[config.mk]
export PLATFORM = sky130hd
export DESIGN_NAME = tsw_ctrl
export DESIGN_NICKNAME = d
export VERILOG_FILES = /design/src/rtl/tsw_pkg.sv /design/src/rtl/tsw_trk.sv /design/src/rtl/tsw_pol.sv /design/src/rtl/tsw_seq.sv /design/src/rtl/tsw_ctrl.sv
export SDC_FILE = /design/constraint.sdc
export NUM_CORES = 1
export LEC_CHECK = 0
export BUFFER_PORTS_ARGS = -buffer_cell sky130_fd_sc_hd__clkbuf_2
export CAP_MARGIN = 20
export CORE_AREA = 2 2 39 41
export DETAILED_ROUTE_END_ITERATION = 12
export DIE_AREA = 0 0 41 43
export GPL_TIMING_DRIVEN = 0
export SYNTH_ARGS = -nofsm -noshare
export SYNTH_HDL_FRONTEND = slang
export SYNTH_SLANG_ARGS = --single-unit
export TNS_END_PERCENT = 50
[constraint.sdc]
create_clock -name clk -period 1.41 [get_ports clk]
set_input_delay 0.282 -clock clk [delete_from_list [all_inputs] [get_ports clk]]
set_output_delay 0.282 -clock clk [all_outputs]
set_load 0.02 [all_outputs]
[src/rtl/tsw_pkg.sv]
// Package: types shared by the thread switch controller.
// Assumes exactly two thread contexts.
package tsw_pkg;
    localparam int NTHR = 2;

    // Per-thread status: issue readiness and whether the current stall is long.
    typedef struct packed {
        logic rdy;
        logic lng;
    } tstat_t;
endpackage

[src/rtl/tsw_trk.sv]
// Module: per-thread stall tracker. It holds the ready bit and the latency class of
// the outstanding miss. It also exposes the next-state value so that the policy can
// act on events from the same cycle. Assumes a miss takes precedence over a
// completion that arrives in the same cycle.
module tsw_trk
    import tsw_pkg::*;
(
    input  logic   clk,
    input  logic   rst_n,
    input  logic   miss_i,
    input  logic   long_i,
    input  logic   done_i,
    output tstat_t nx_o,
    output tstat_t cur_o
);
    tstat_t st_q;
    tstat_t st_d;

    // Next status: a miss stalls the thread and records its class; a completion releases it.
    always_comb begin
        st_d = st_q;
        if (miss_i) begin
            st_d.rdy = 1'b0;
            st_d.lng = long_i;
        end else if (done_i) begin
            st_d.rdy = 1'b1;
            st_d.lng = 1'b0;
        end
    end

    // Status register, reset to ready with no long stall.
    always_ff @(posedge clk) begin
        if (!rst_n) st_q <= '{rdy: 1'b1, lng: 1'b0};
        else        st_q <= st_d;
    end

    assign nx_o  = st_d;
    assign cur_o = st_q;

    a_r2_miss_clears: assert property (@(posedge clk) disable iff (!rst_n)
        miss_i |=> !cur_o.rdy);
    a_r2_done_sets: assert property (@(posedge clk) disable iff (!rst_n)
        (done_i && !miss_i) |=> cur_o.rdy);
endmodule

[src/rtl/tsw_pol.sv]
// Module: switch policy. It is purely combinational. From the next-state thread
// status and this cycle's foreground miss, it decides whether a switch is requested.
// Assumes hold_i is high during the pulse cycle, which blocks any decision.
module tsw_pol
    import tsw_pkg::*;
(
    input  logic                fg_i,
    input  logic                hold_i,
    input  logic [NTHR-1:0]     miss_i,
    input  tstat_t [NTHR-1:0]   nx_i,
    output logic                sw_req_o
);
    logic bg;
    logic fg_stall;
    logic bg_ok;
    logic fg_event;
    logic fg_long;

    // Request rule: the foreground is stalled, the background is ready, and either a
    // fresh miss happened this cycle or a long stall is on record.
    always_comb begin
        bg       = ~fg_i;
        fg_stall = ~nx_i[fg_i].rdy;
        bg_ok    = nx_i[bg].rdy;
        fg_event = miss_i[fg_i];
        fg_long  = nx_i[fg_i].lng;
        sw_req_o = ~hold_i & fg_stall & bg_ok & (fg_event | fg_long);
    end
endmodule

[src/rtl/tsw_seq.sv]
// Module: switch sequencer. It registers a switch request into a one-cycle pulse and
// toggles the foreground thread on the edge that ends the pulse.
// Assumes the policy holds the request low while the pulse is high.
module tsw_seq (
    input  logic clk,
    input  logic rst_n,
    input  logic sw_req_i,
    output logic fg_o,
    output logic sw_o
);
    logic fg_q;
    logic sw_q;

    // Pulse and foreground registers; the foreground flips only when the pulse retires.
    always_ff @(posedge clk) begin
        if (!rst_n) begin
            fg_q <= 1'b0;
            sw_q <= 1'b0;
        end else begin
            sw_q <= sw_req_i;
            if (sw_q) fg_q <= ~fg_q;
        end
    end

    assign fg_o = fg_q;
    assign sw_o = sw_q;

    a_r7_pulse_single: assert property (@(posedge clk) disable iff (!rst_n)
        sw_q |=> !sw_q);
    a_r7_tid_toggle: assert property (@(posedge clk) disable iff (!rst_n)
        sw_q |=> (fg_q != $past(fg_q)));
    a_r11_tid_hold: assert property (@(posedge clk) disable iff (!rst_n)
        !sw_q |=> (fg_q == $past(fg_q)));
endmodule

[src/rtl/tsw_ctrl.sv]
// Module: top of the two-context thread switch controller. It instantiates one stall
// tracker per thread, the switch policy and the sequencer, and it forms the issue
// enable and the logical processor number. Assumes misses arrive only for outstanding
// work and that LP_BASE + 1 fits in LP_W bits.
module tsw_ctrl
    import tsw_pkg::*;
#(
    parameter int LP_BASE = 6,
    parameter int LP_W    = 4
) (
    input  logic            clk,
    input  logic            rst_n,
    input  logic [1:0]      miss_vld,
    input  logic [1:0]      miss_long,
    input  logic [1:0]      miss_done,
    output logic            active_tid,
    output logic            switch_pulse,
    output logic            issue_en,
    output logic [1:0]      thr_ready,
    output logic [LP_W-1:0] active_lp
);
    localparam logic [LP_W-1:0] LP_BASE_V = LP_W'(LP_BASE);

    tstat_t [NTHR-1:0] st_nx;
    tstat_t [NTHR-1:0] st_cur;
    logic              sw_req;
    logic              fg;
    logic              sw;

    for (genvar t = 0; t < NTHR; t++) begin : g_thr
        tsw_trk u_trk (
            .clk    (clk),
            .rst_n  (rst_n),
            .miss_i (miss_vld[t]),
            .long_i (miss_long[t]),
            .done_i (miss_done[t]),
            .nx_o   (st_nx[t]),
            .cur_o  (st_cur[t])
        );
        assign thr_ready[t] = st_cur[t].rdy;
    end

    tsw_pol u_pol (
        .fg_i     (fg),
        .hold_i   (sw),
        .miss_i   (miss_vld),
        .nx_i     (st_nx),
        .sw_req_o (sw_req)
    );

    tsw_seq u_seq (
        .clk      (clk),
        .rst_n    (rst_n),
        .sw_req_i (sw_req),
        .fg_o     (fg),
        .sw_o     (sw)
    );

    // Output forming: issue only outside the flush cycle and only while the foreground is ready.
    always_comb begin
        active_tid   = fg;
        switch_pulse = sw;
        issue_en     = st_cur[fg].rdy & ~sw;
        active_lp    = LP_BASE_V + {{(LP_W-1){1'b0}}, fg};
    end

    a_r5_target_ready: assert property (@(posedge clk) disable iff (!rst_n)
        switch_pulse |-> thr_ready[~active_tid]);
    a_r5_outgoing_stalled: assert property (@(posedge clk) disable iff (!rst_n)
        switch_pulse |-> !thr_ready[active_tid]);
    a_r8_no_issue_stalled: assert property (@(posedge clk) disable iff (!rst_n)
        (thr_ready == 2'b00) |-> (!issue_en && !switch_pulse));
endmodule

======== Yosys cells after proc, flatten, opt, wreduce, memory -nomap -nowiden ========
Cells that the tools add are included.
word-level totals
  register bits ........................... 6
  input port bits ......................... 8
  logic and storage cells ................. 29
cells by class
  $add $sub $neg .......................... 1
  magnitude comparators ................... 2
  mux-type cells .......................... 12
  bitwise logic cells ..................... 8
operators by type and width
  cell                 count
  $mux 2               10
  $add 3x1->4 const A  1
  $and 1x1->1          4
  $lt 1x2->1 const B   2
  $not 1->1            3
  $mux 1               2
  $or 1x1->1           1

======== Logic depth before layout (Yosys ltp) ========
Gate-level depths: netlist (run 1).
  word-level depth ........................ 8
  mapped depth ............................ 3

======== Modules after synthesis ========
Synthesis (run 1) repeated with hierarchy kept, for this count alone.
unflattened totals
  cells, all modules ...................... 40
  area total of the unflattened synthesis .. 337.8 µm²
modules (own cells, without submodules)
  module    instances  cells each  area an instance (µm²)
  tsw_trk   2          11          95.1
  tsw_seq   1          5           61.3
  tsw_ctrl  1          8           51.3
  tsw_pol   1          5           35.0

======== Worst setup path after synthesis (run 1) ========
No wires, ideal clock.
  path kind ............................... register to output
  start point ............................. register u_seq.fg_q (netlist: u_seq.fg_o)
  end point ............................... output port issue_en
  data arrival time ....................... 0.912 ns
  slack ................................... 0.216 ns
  cell stages (with the launch flop) ...... 3
  cell sequence ........................... dfxtp_1 mux2i_1 nor2_1
between the ends
  cells in the longest elaborated chain, start to end .. 3
ends and longest elaborated chain
  item                                       RTL line        text
  start: declaration                         tsw_seq.sv:11   logic fg_q;
  start signal: assignment                   tsw_seq.sv:21   if (sw_q) fg_q <= ~fg_q;
  $mux 2 (not written as such) (2 in a row)  tsw_ctrl.sv:63  issue_en = st_cur[fg].rdy & ~sw;
  $and 1x1->1                                tsw_ctrl.sv:63
  end: declaration                           tsw_ctrl.sv:18  output logic issue_en,
No other way between the ends. The select of a mux whose other input is x is not followed.

======== Worst setup path in the final report (run 1) ========
Same ends and word-level chain as after synthesis.

==> results.ini, run 1 <==
[route]
route.detailed.vias_per_inst = 4.00
remaining_drc_errors = 0
ant_nets = 0
via_count = 268
first_pass_iters = 2
wire_per_inst_um = 7.87
drt_iter0_markers = 1
detail_route.wirelength_um = 527

[die]
dieWidth_um = 41
total_die_area_um2 = 1760
row_count = 14
initial_standard_cell_utilization_of_the_core_pct = 23.1
design.core.area_um2 = 1380
die-height_um = 43
top_level_ports = 17

[layout]
layout-drive-gt1-share_pct = 52.9
final_design_area_no_fill_um2 = 432
layout.cells.most_common_list = clkbuf_2 (13), buf_4 (6), dfxtp_1 (5)
layout.cells.most_common = clkbuf_2
n_antenna_cell = 0
area_growth_pct = 35.3
design.final.nets = 61
n_fill_cell = 156
finalNonFillerCells = 67

[timing]
post-route-min-period_ps = 1300
setup_viol = 0
fin_worst_skew_ps = 4.59
maxClockFrequency_ghz = 0.767
final_min_period_over_clock_period_pct = 92.5
fin_setup_tns_ps = 0
fin_hold_ws_ps = 257
finalMaxSlewViolations = 0
report.final.hold_viol_count = 0
unrepaired_setup_endpoints_after_global_routing = no

[placed_design]
finalWeightedCongestion = 0.775
numPortBuffers = 13
dpl.hpwl_um = 439
post_dp_cell_area_um2 = 408
placed_cells_incl_taps = 64

[clock_network]
clock_path_buffers = 2
worst_setup_hold_path_clk_slew_ps = 50
cts.repair.resized = 0
clkSinkCount = 6
tritoncts = done
worst_skew_pair.late_latency_ps = 240
cts.root.buffer_cell = clkbuf_4
post_cts.repair.setup_buffers = 0
cts_hold_buf = 0
numCtsBuffers = 3
cts_max_level = 1

[worst_hold_path]
worst_hold_path_type = in2reg

[power]
ir_worst_vdd_v = 0.000265
power-per-cell-area_nw_per_um2 = 1000
leakagePower_nw = 0.235

[logic_synthesis]
synth.distinct_cells = 21
ys.warnings.count = 0
yosysSeqAreaShare_pct = 37.6
syn_inst = 34
ys_seq_elements = 6
syn_area_um2 = 319
post_synth.cell_area_avg_um2 = 9.38

[global_route]
grt_util_all_layers_pct = 7.44
pin_count_of_the_biggest_net_entering_global_routing = 8
grt_antenna_before_repair = 0
grt_pass1_wl_um = 821
globalRouteOverflowTotal = 0
number_of_global_route_vias_before_repair = 226

[worst_setup_path]
crit_fanout = 6
critical_path.startpoint_type = flop
worstPathRequired_ps = 1130
critPathCaptureType = output pin
timing.setup.critical_path_class = reg2out
crit_arrival_ps = 1020

[run]
max_cap_viol_count = 0

[outcome]
outcome = completed

==> flip-flops by register name, indices dropped and copies added (netlist names) <==
signal / cells
g_thr.u_trk.cur_o: 4
u_seq.fg_o: 1
u_seq.sw_o: 1
==> kinds of logic (layout without fill, tap and decap cells) <==
| family | Yosys count | in the layout | synth area share (%) |
|---|---|---|---|
| and+or+nand+nor | 9 | 9 | 18.0 |
| xor gates and xnor gates | 1 | 1 | 2.75 |
| muxes | 1 | 1 | 3.14 |
| other | 2 | 3 | 2.35 |
| AOI/OAI and AO/OA | 7 | 7 | 19.6 |
| DFF | 6 | 6 | 37.6 |
| buffers and inverters | 8 | 24 | 16.5 |
==> synthesized netlist by cell type (all sizes together) <==
| library cell | n | share of area [%] |
|---|---|---|
| a21oi | 1 | 1.6 |
| and2 | 1 | 2.4 |
| and3b | 1 | 3.1 |
| buf | 6 | 14 |
| conb | 2 | 2.4 |
| dfxtp | 6 | 38 |
| inv | 2 | 2.4 |
| mux2i | 1 | 3.1 |
| nand2 | 1 | 1.2 |
| nand2b | 1 | 2.0 |
| nor2 | 2 | 2.4 |
| nor2b | 1 | 2.0 |
| o2111ai | 1 | 2.7 |
| o211a | 1 | 3.1 |
| o21ai | 1 | 1.6 |
| o21ba | 1 | 3.1 |
| o21bai | 1 | 2.4 |
| o41ai | 1 | 5.1 |
| or2b | 1 | 2.4 |
| or3b | 1 | 2.7 |
| xor2 | 1 | 2.7 |
==> routing by layer <==
| metal | GRT usage [%] | routed length, um | vias up |
|---|---|---|---|
| met5 | 0 | 0 | - |
| met4 | 6.00 | 8 | 0 |
| met3 | 4.71 | 38 | 2 |
| met2 | 10.6 | 259 | 10 |
| met1 | 7.10 | 220 | 116 |
| li1 | - | - | 140 |
==> area by class of cell <==
class | instances | area, um^2 | area share [%]
flip-flops and latches | 6 | 121 | 28.1
multi-input cells | 21 | 150 | 34.8
well taps | 16 | 20.0 | 4.64
repair buffers | 13 | 65.1 | 15.1
clock buffers | 3 | 22.5 | 5.22
inverters | 2 | 7.51 | 1.74
plain buffers | 6 | 45.0 | 10.4
==> stage by stage <==
step	power (W)	util, %	worst slack (ps)
finish	0.000433	31.2	106
floorplan	0.000250	-	216
global route	0.000460	31.2	29.2
CTS	0.000437	31.1	31.8
global placement	0.000276	29.5	319
detailed placement	0.000277	29.5	296
==> power breakdown <==
group          internal (W)  switching (W)  leakage [nW]
combinational     0.0000409      0.0000444         0.172
clock             0.0000964      0.0000632        0.0138
sequential         0.000181     0.00000750        0.0501
total              0.000318       0.000115         0.235
==> worst paths after layout <==
check,startpoint,endpoint,slack (ps),depth (start not counted)
worst max-delay path,u_seq.fg_o,issue_en,110,3
worst max register to register,u_seq.fg_o,u_seq.sw_o,390,2
worst min-delay path,rst_n,g_thr[1].u_trk.cur_o[1],260,2
worst min register to register,g_thr[0].u_trk.cur_o[0],g_thr[0].u_trk.cur_o[0],510,2
==> critical path, cell delays in order, from the launching register on <==
cell      delay, ps
dfxtp_2         380
mux2i_1         190
nor2_1           60
clkbuf_2        150
No activity file was read; power rests on OpenSTA's default activity.
==> run 2, diff against run 1 <==
--- a/config.mk
+++ b/config.mk
@@ -5,6 +5,7 @@
 export SDC_FILE = /design/constraint.sdc
 export NUM_CORES = 1
 export LEC_CHECK = 0
+export ABC_AREA = 1
 export BUFFER_PORTS_ARGS = -buffer_cell sky130_fd_sc_hd__clkbuf_2
 export CAP_MARGIN = 20
 export CORE_AREA = 2 2 39 41
==> run 2 against run 1 <==
  * Routed wire length up 15%
  * Largest power group unchanged
  * Total power is 0.57% higher
  * Fmax shrank 2.2%
  * Worst setup slack lost 29 ps
  * Critical path type unchanged
  * Worst hold slack gained 11 ps
  * Clock power about the same
  * Global-route usage grew 1.6 points
  * Sequential share of layout area shrank 0.56 points
  * Largest cell class unchanged
  * Non-clock buffer count unchanged
  * Final cell count rose by 22%
  * Core utilization grew 0.63 points
==> results.ini, run 2 <==
[power]
leakagePower_nw = 0.243  ; +3.3%
power-per-cell-area_nw_per_um2 = 989  ; -1.4%
power.share.switching_pct = 27.9  ; +1.3 points
power.internal_w = 0.000314  ; -1.2%
p_comb_share_pct = 20.4  ; +0.7 points
clkPwrFrac_pct = 36.6  ; -0.2 points
switching_power_of_the_nets_w = 0.000121  ; +5.5%
ir_worst_vdd_v = 0.000485  ; +83%
seq_power_share_pct = 43.0  ; -0.4 points

[logic_synthesis]
post_synth.cell_area_avg_um2 = 6.69  ; -29%
yosys.cell_count.top_type = nand2_1
number_of_enable_flip_flop_cells_after_synthesis = 0  ; unchanged
ys.warnings.count = 0  ; unchanged
cell_type_with_the_largest_total_area_after_synthesis = dfxtp_1
synth_top_flop_cell = dfxtp_1
synth.distinct_cells = 12  ; -43%
synth_area_leaders = dfxtp_1 (37%), buf_4 (14%), nand2_1 (11%)
ys_seq_elements = 6  ; unchanged
yosysSeqAreaShare_pct = 36.6  ; -1.0 points
syn_area_um2 = 328  ; +2.7%
asyncSetResetFlopFracSynth_pct = 0  ; unchanged
share_of_yosys_cell_area_claimed_by_the_top_area_cell_type_pct = 36.6  ; -1.0 points
post_synth_most_frequent_cells = nand2_1 (10), inv_1 (7), buf_4 (6), dfxtp_1 (6), nor2_1 (5)
syn_inst = 49  ; +44%

[clock_network]
cts_hold_buf = 0  ; unchanged
clock_path_buffers = 2  ; unchanged
worst_setup_hold_path_clk_slew_ps = 50  ; about the same
clkSinkCount = 6  ; unchanged
tritoncts = done
worst_skew_pair.late_latency_ps = 240  ; about the same
cts.root.buffer_cell = clkbuf_4
cts.repair.resized = 0  ; unchanged
numCtsBuffers = 3  ; unchanged
post_cts.repair.setup_buffers = 0  ; unchanged
cts_max_level = 1  ; unchanged

[worst_setup_path]
timing.critical_path.buf_inv = 1  ; unchanged
timing.critical_path.max_delay_family = flip-flops
critical_path.startpoint_type = flop
crit_arrival_ps = 1050  ; +30 ps
critical_path.max_stage_delay_ps = 390  ; about the same
worstPathRequired_ps = 1130  ; about the same
timing.setup.critical_path_class = reg2out
worstPathCellList = o21ai_0, a21oi_1, clkbuf_2
critPathCaptureType = output pin
crit_fanout = 4  ; -2
worst_path_max_delay_cell = dfxtp_1

[route]
via_count = 310  ; +16%
drt_iter0_markers = 0  ; -1
route.detailed.vias_per_inst = 3.78  ; -5.5%
wire_per_inst_um = 7.38  ; -6.2%
detail_route.wirelength_um = 605  ; +15%
first_pass_iters = 1  ; -1
ant_nets = 0  ; unchanged
remaining_drc_errors = 0  ; unchanged

[die]
design.core.area_um2 = 1380  ; unchanged
die-height_um = 43  ; unchanged
dieWidth_um = 41  ; unchanged
row_count = 14  ; unchanged
total_die_area_um2 = 1760  ; unchanged
top_level_ports = 17  ; unchanged
initial_standard_cell_utilization_of_the_core_pct = 23.7  ; +0.63 points

[layout]
utilization_pct = 31.8  ; +0.63 points
area_taken_by_multi_input_logic_gates_um2 = 140  ; -6.7%
layout-drive-gt1-share_pct = 40.9  ; -12 points
area_growth_pct = 34.4
n_antenna_cell = 0  ; unchanged
layout.cells.most_common = clkbuf_2
layout.cells.most_common_list = clkbuf_2 (13), nand2_1 (10), inv_1 (7)
final_design_area_no_fill_um2 = 440  ; +2.0%
design.final.nets = 76  ; +25%
max_ffs_per_register = 4  ; unchanged
n_fill_cell = 159  ; +1.9%
sequential_cell_area_um2 = 121  ; unchanged

[global_route]
grt_pass1_wl_um = 1000  ; +22%
number_of_global_route_vias_before_repair = 269  ; +19%
grt_antenna_before_repair = 0  ; unchanged
grt_util_all_layers_pct = 9.05  ; +1.6 points
pin_count_of_the_biggest_net_entering_global_routing = 7  ; -1
globalRouteOverflowTotal = 0  ; unchanged

[worst_hold_path]
worst_hold_path_type = in2reg

[placed_design]
finalWeightedCongestion = 0.736  ; -5.0%
numPortBuffers = 13  ; unchanged
dpl.hpwl_um = 491  ; +12%
post_dp_cell_area_um2 = 417  ; +2.1%

[timing]
maxClockFrequency_ghz = 0.750  ; -2.2%
post-route-min-period_ps = 1330  ; +29.4 ps
finalMaxSlewViolations = 0  ; unchanged
fin_worst_skew_ps = 5.43  ; +0.849 ps
setup_viol = 0  ; unchanged
report.final.hold_viol_count = 0  ; unchanged
final_min_period_over_clock_period_pct = 94.6  ; +2.1 points
fin_setup_tns_ps = 0  ; unchanged
unrepaired_setup_endpoints_after_global_routing = no

[run]
max_cap_viol_count = 0  ; unchanged

[outcome]
outcome = completed

## run 2: power groups by stage
stage                     combinational, W  sequential (W)  clock [W]
after floorplan                  0.0000607        0.000192          0
after global placement           0.0000887        0.000190          0
after detailed placement         0.0000897        0.000190          0
after CTS                        0.0000898        0.000187   0.000169
after global routing             0.0000996        0.000188   0.000175
final                            0.0000890        0.000187   0.000159
## run 2: per-stage QoR
step	hold slack, ps	instances	setup slack (ps)	power [W]
finish	268	82	76.7	0.000435
global route	292	82	12.7	0.000464
CTS	263	82	17.8	0.000446
detailed placement	463	79	281	0.000280
global placement	458	79	278	0.000278
floorplan	351	50	184	0.000252
## run 2: cell type report
class	count	share of cell area, %
Sequential cell	6	27.6
Tap cell	16	4.55
Clock buffer	3	5.11
Buffer	6	10.2
Multi-Input combinational cell	31	31.8
Timing Repair Buffer	13	14.8
Inverter	7	5.97
## run 2: metal layers
metal	part of all wire, %	global-route usage (%)	vias to the layer above
li1	-	-	174
met1	43	9.06	123
met2	45	12.8	13
met3	11	7.85	0
met4	0	4.00	0
met5	0	0	-
## run 2: worst reg2reg max path, delay by kind of cell (launching register included)
| kind | cells | cell delay, ps |
|---|---|---|
| flip-flops | 1 | 390 |
| AND/OR/NAND/NOR | 6 | 390 |
## run 2: kinds of logic (layout without fill, tap and decap cells)
logic type             Yosys count  in the layout  synth area share [%]
AND/OR/NAND/NOR                 19             19                  24.4
buffers and inverters           13             29                  21.8
AO/OA/AOI/OAI                    9              9                  14.9
flip-flops                       6              6                  36.6
other                            2              3                  2.29
## run 2: final timing paths
kind	from	to	slack, ps	cells past startpoint
max	g_thr[1].u_trk.cur_o[1]	issue_en	80	3
min	rst_n	g_thr[1].u_trk.cur_o[1]	270	2
max reg2reg	g_thr[1].u_trk.cur_o[1]	u_seq.sw_o	570	6
min reg2reg	u_seq.sw_o	u_seq.fg_o	470	1
==> run 3, diff against run 2 <==
--- a/config.mk
+++ b/config.mk
@@ -12,6 +12,7 @@
 export DETAILED_ROUTE_END_ITERATION = 12
 export DIE_AREA = 0 0 41 43
 export GPL_TIMING_DRIVEN = 0
+export REMOVE_ABC_BUFFERS = 1
 export SYNTH_ARGS = -nofsm -noshare
 export SYNTH_HDL_FRONTEND = slang
 export SYNTH_SLANG_ARGS = --single-unit
==> constraint.sdc (replaced) <==
create_clock -name clk -period 1.46 [get_ports clk]
set_input_delay 0.292 -clock clk [delete_from_list [all_inputs] [get_ports clk]]
set_output_delay 0.292 -clock clk [all_outputs]
set_load 0.02 [all_outputs]
==> run 3 against run 2 <==
  * Flip-flop and latch count unchanged
  * Routed wire length decreased by 8.4%
  * Clock power decreased by 5%
  * Core utilization decreased by 3.3 points
  * Register-to-register slack improved by 50 ps
  * Worst hold slack improved by 8.1 ps
  * Critical path type unchanged
  * Highest routed layer unchanged
==> results.ini, run 3 (synthesis results as in run 2) <==
[timing]
maxClockFrequency_ghz = 0.746
unrepaired_setup_endpoints_after_global_routing = no
finalMaxSlewViolations = 0  ; unchanged
fin_worst_skew_ps = 0.429  ; -5.01 ps
final_min_period_over_clock_period_pct = 91.9
post-route-min-period_ps = 1340
setup_viol = 0  ; unchanged
fin_setup_tns_ps = 0  ; unchanged
report.final.hold_viol_count = 0  ; unchanged

[die]
total_die_area_um2 = 1760  ; unchanged
initial_standard_cell_utilization_of_the_core_pct = 23.7  ; unchanged
design.core.area_um2 = 1380  ; unchanged
top_level_ports = 17  ; unchanged
row_count = 14  ; unchanged
dieWidth_um = 41  ; unchanged
die-height_um = 43  ; unchanged

[worst_setup_path]
worst_path_max_delay_cell = dfxtp_2
cp.depth = 4  ; +1
worstPathRequired_ps = 1170  ; +40 ps
critical_path.startpoint_type = flop
crit_path_start = u_seq.fg_o
rr_startpoint = g_thr[1].u_trk.cur_o[1]
worst-r2r-cell-count = 6  ; unchanged
crit_arrival_ps = 1050  ; about the same
worst_r2r_endpoint = u_seq.sw_o
critPathCaptureType = output pin
timing.critical_path.max_delay_family = flip-flops
critical_path.max_stage_delay_ps = 340  ; -50 ps
timing.critical_path.buf_inv = 2  ; +1
regToRegSetupSlack_ps = 620  ; +50 ps
timing.setup.critical_path_class = reg2out
crit_end = issue_en
worstPathCellList = inv_1, o21ai_0, a21oi_1, buf_2
crit_fanout = 6  ; +2

[route]
detail_route.wirelength_um = 554  ; -8.4%
drt_iter0_markers = 4  ; +4
route.detailed.vias_per_inst = 3.92  ; +3.7%
first_pass_iters = 4  ; +3
via_count = 298  ; -3.9%
ant_nets = 0  ; unchanged
remaining_drc_errors = 0  ; unchanged
wire_per_inst_um = 7.29  ; -1.2%

[global_route]
grt_pass1_wl_um = 890  ; -11%
grt_antenna_before_repair = 0  ; unchanged
pin_count_of_the_biggest_net_entering_global_routing = 7  ; unchanged
grt_util_all_layers_pct = 7.75  ; -1.3 points
globalRouteOverflowTotal = 0  ; unchanged
number_of_global_route_vias_before_repair = 234  ; -13%

[clock_network]
post_cts.repair.setup_buffers = 0  ; unchanged
worst_setup_hold_path_clk_slew_ps = 40  ; about the same
numCtsBuffers = 3  ; unchanged
cts.root.buffer_cell = clkbuf_4
tritoncts = done
worst_skew_pair.late_latency_ps = 240  ; about the same
clock_path_buffers = 2  ; unchanged
cts_max_level = 1  ; unchanged
clkSinkCount = 6  ; unchanged
cts_hold_buf = 0  ; unchanged

[power]
switching_power_of_the_nets_w = 0.000112  ; -7.9%
power.share.switching_pct = 27.7  ; -0.22 points
leakagePower_nw = 0.214  ; -12%
power-per-cell-area_nw_per_um2 = 1020  ; +3.4%
ir_worst_vdd_v = 0.000428  ; -12%
clkPwrFrac_pct = 37.3  ; +0.7 points
seq_power_share_pct = 44.6  ; +1.6 points
total_power_w = 0.000404  ; -7.1%
p_comb_share_pct = 18.0  ; -2.4 points
power.internal_w = 0.000293  ; -6.8%

[layout]
layout.cells.most_common_list = clkbuf_2 (12), nand2_1 (10), inv_1 (7)
finalNonFillerCells = 76  ; -7.3%
max_ffs_per_register = 4  ; unchanged
layout-drive-gt1-share_pct = 35.0  ; -5.9 points
layout.cells.most_common = clkbuf_2
area_growth_pct = 20.6
n_antenna_cell = 0  ; unchanged
design.final.nets = 70  ; -7.9%

[placed_design]
numPortBuffers = 13  ; unchanged
dpl.hpwl_um = 469  ; -4.5%
finalWeightedCongestion = 0.752  ; +2.1%
placed_cells_incl_taps = 73  ; -7.6%

[worst_hold_path]
hold_path_startpoint = rst_n
worst_hold_path_type = in2reg

[outcome]
outcome = completed

[run]
max_cap_viol_count = 0  ; unchanged

run 3: changes by cell type in the layout (fill, tap and decap cells not counted), sizes merged:
cell	change
buf	-5
clkbuf	-1
run 3: how the worst min path moves through the flow:
stage                                          to  slack (ps)  cells after the start
after floorplan           g_thr[1].u_trk.cur_o[1]         360                      1
after global placement    g_thr[1].u_trk.cur_o[0]         460                      2
after detailed placement  g_thr[0].u_trk.cur_o[0]         460                      2
after CTS                 g_thr[1].u_trk.cur_o[1]         270                      2
after global routing      g_thr[1].u_trk.cur_o[1]         300                      3
final                     g_thr[0].u_trk.cur_o[1]         280                      2
run 3: layout make-up:
type,instances,area (um^2)
clock buffers,3,22.5
fillers,164,988
inverters,7,26.3
multi-input cells,31,140
flip-flops and latches,6,121
well taps,16,20.0
repair buffers,13,65.1
run 3: through the flow:
| stage | hold WS [ps] | instance area [um^2] | utilization [%] | setup slack, ps |
|---|---|---|---|---|
| 2_1_floorplan | 361 | 287 | - | 88.4 |
| 3_3_place_gp | 457 | 372 | 26.9 | 338 |
| 3_5_place_dp | 463 | 372 | 26.9 | 320 |
| 4_1_cts | 271 | 394 | 28.5 | 53.1 |
| 5_1_grt | 295 | 395 | 28.6 | 40.4 |
| 6_report | 276 | 395 | 28.6 | 119 |
run 3: timing repair:
action | CTS | global route
gates resized for setup | 0 | 2
setup endpoints to repair | 0 | 1
hold endpoints to repair | 0 | 0
run 3: power groups by stage:
| stage | combinational, W | sequential [W] | clock (W) |
|---|---|---|---|
| 2_1_floorplan | 0.0000394 | 0.000191 | 0 |
| 5_1_grt | 0.0000818 | 0.000181 | 0.000169 |
| 3_3_place_gp | 0.0000732 | 0.000183 | 0 |
| 6_report | 0.0000730 | 0.000180 | 0.000151 |
| 4_1_cts | 0.0000742 | 0.000180 | 0.000161 |
| 3_5_place_dp | 0.0000738 | 0.000183 | 0 |
run 3: per-layer routing:
metal	vias up	part of all wire, %	track usage [%]	wire length [um]
met3	0	11	6.28	62
met2	11	49	10.3	272
met1	123	39	9.42	218
li1	164	-	-	-
met4	0	0	2.00	0
met5	-	0	0	0
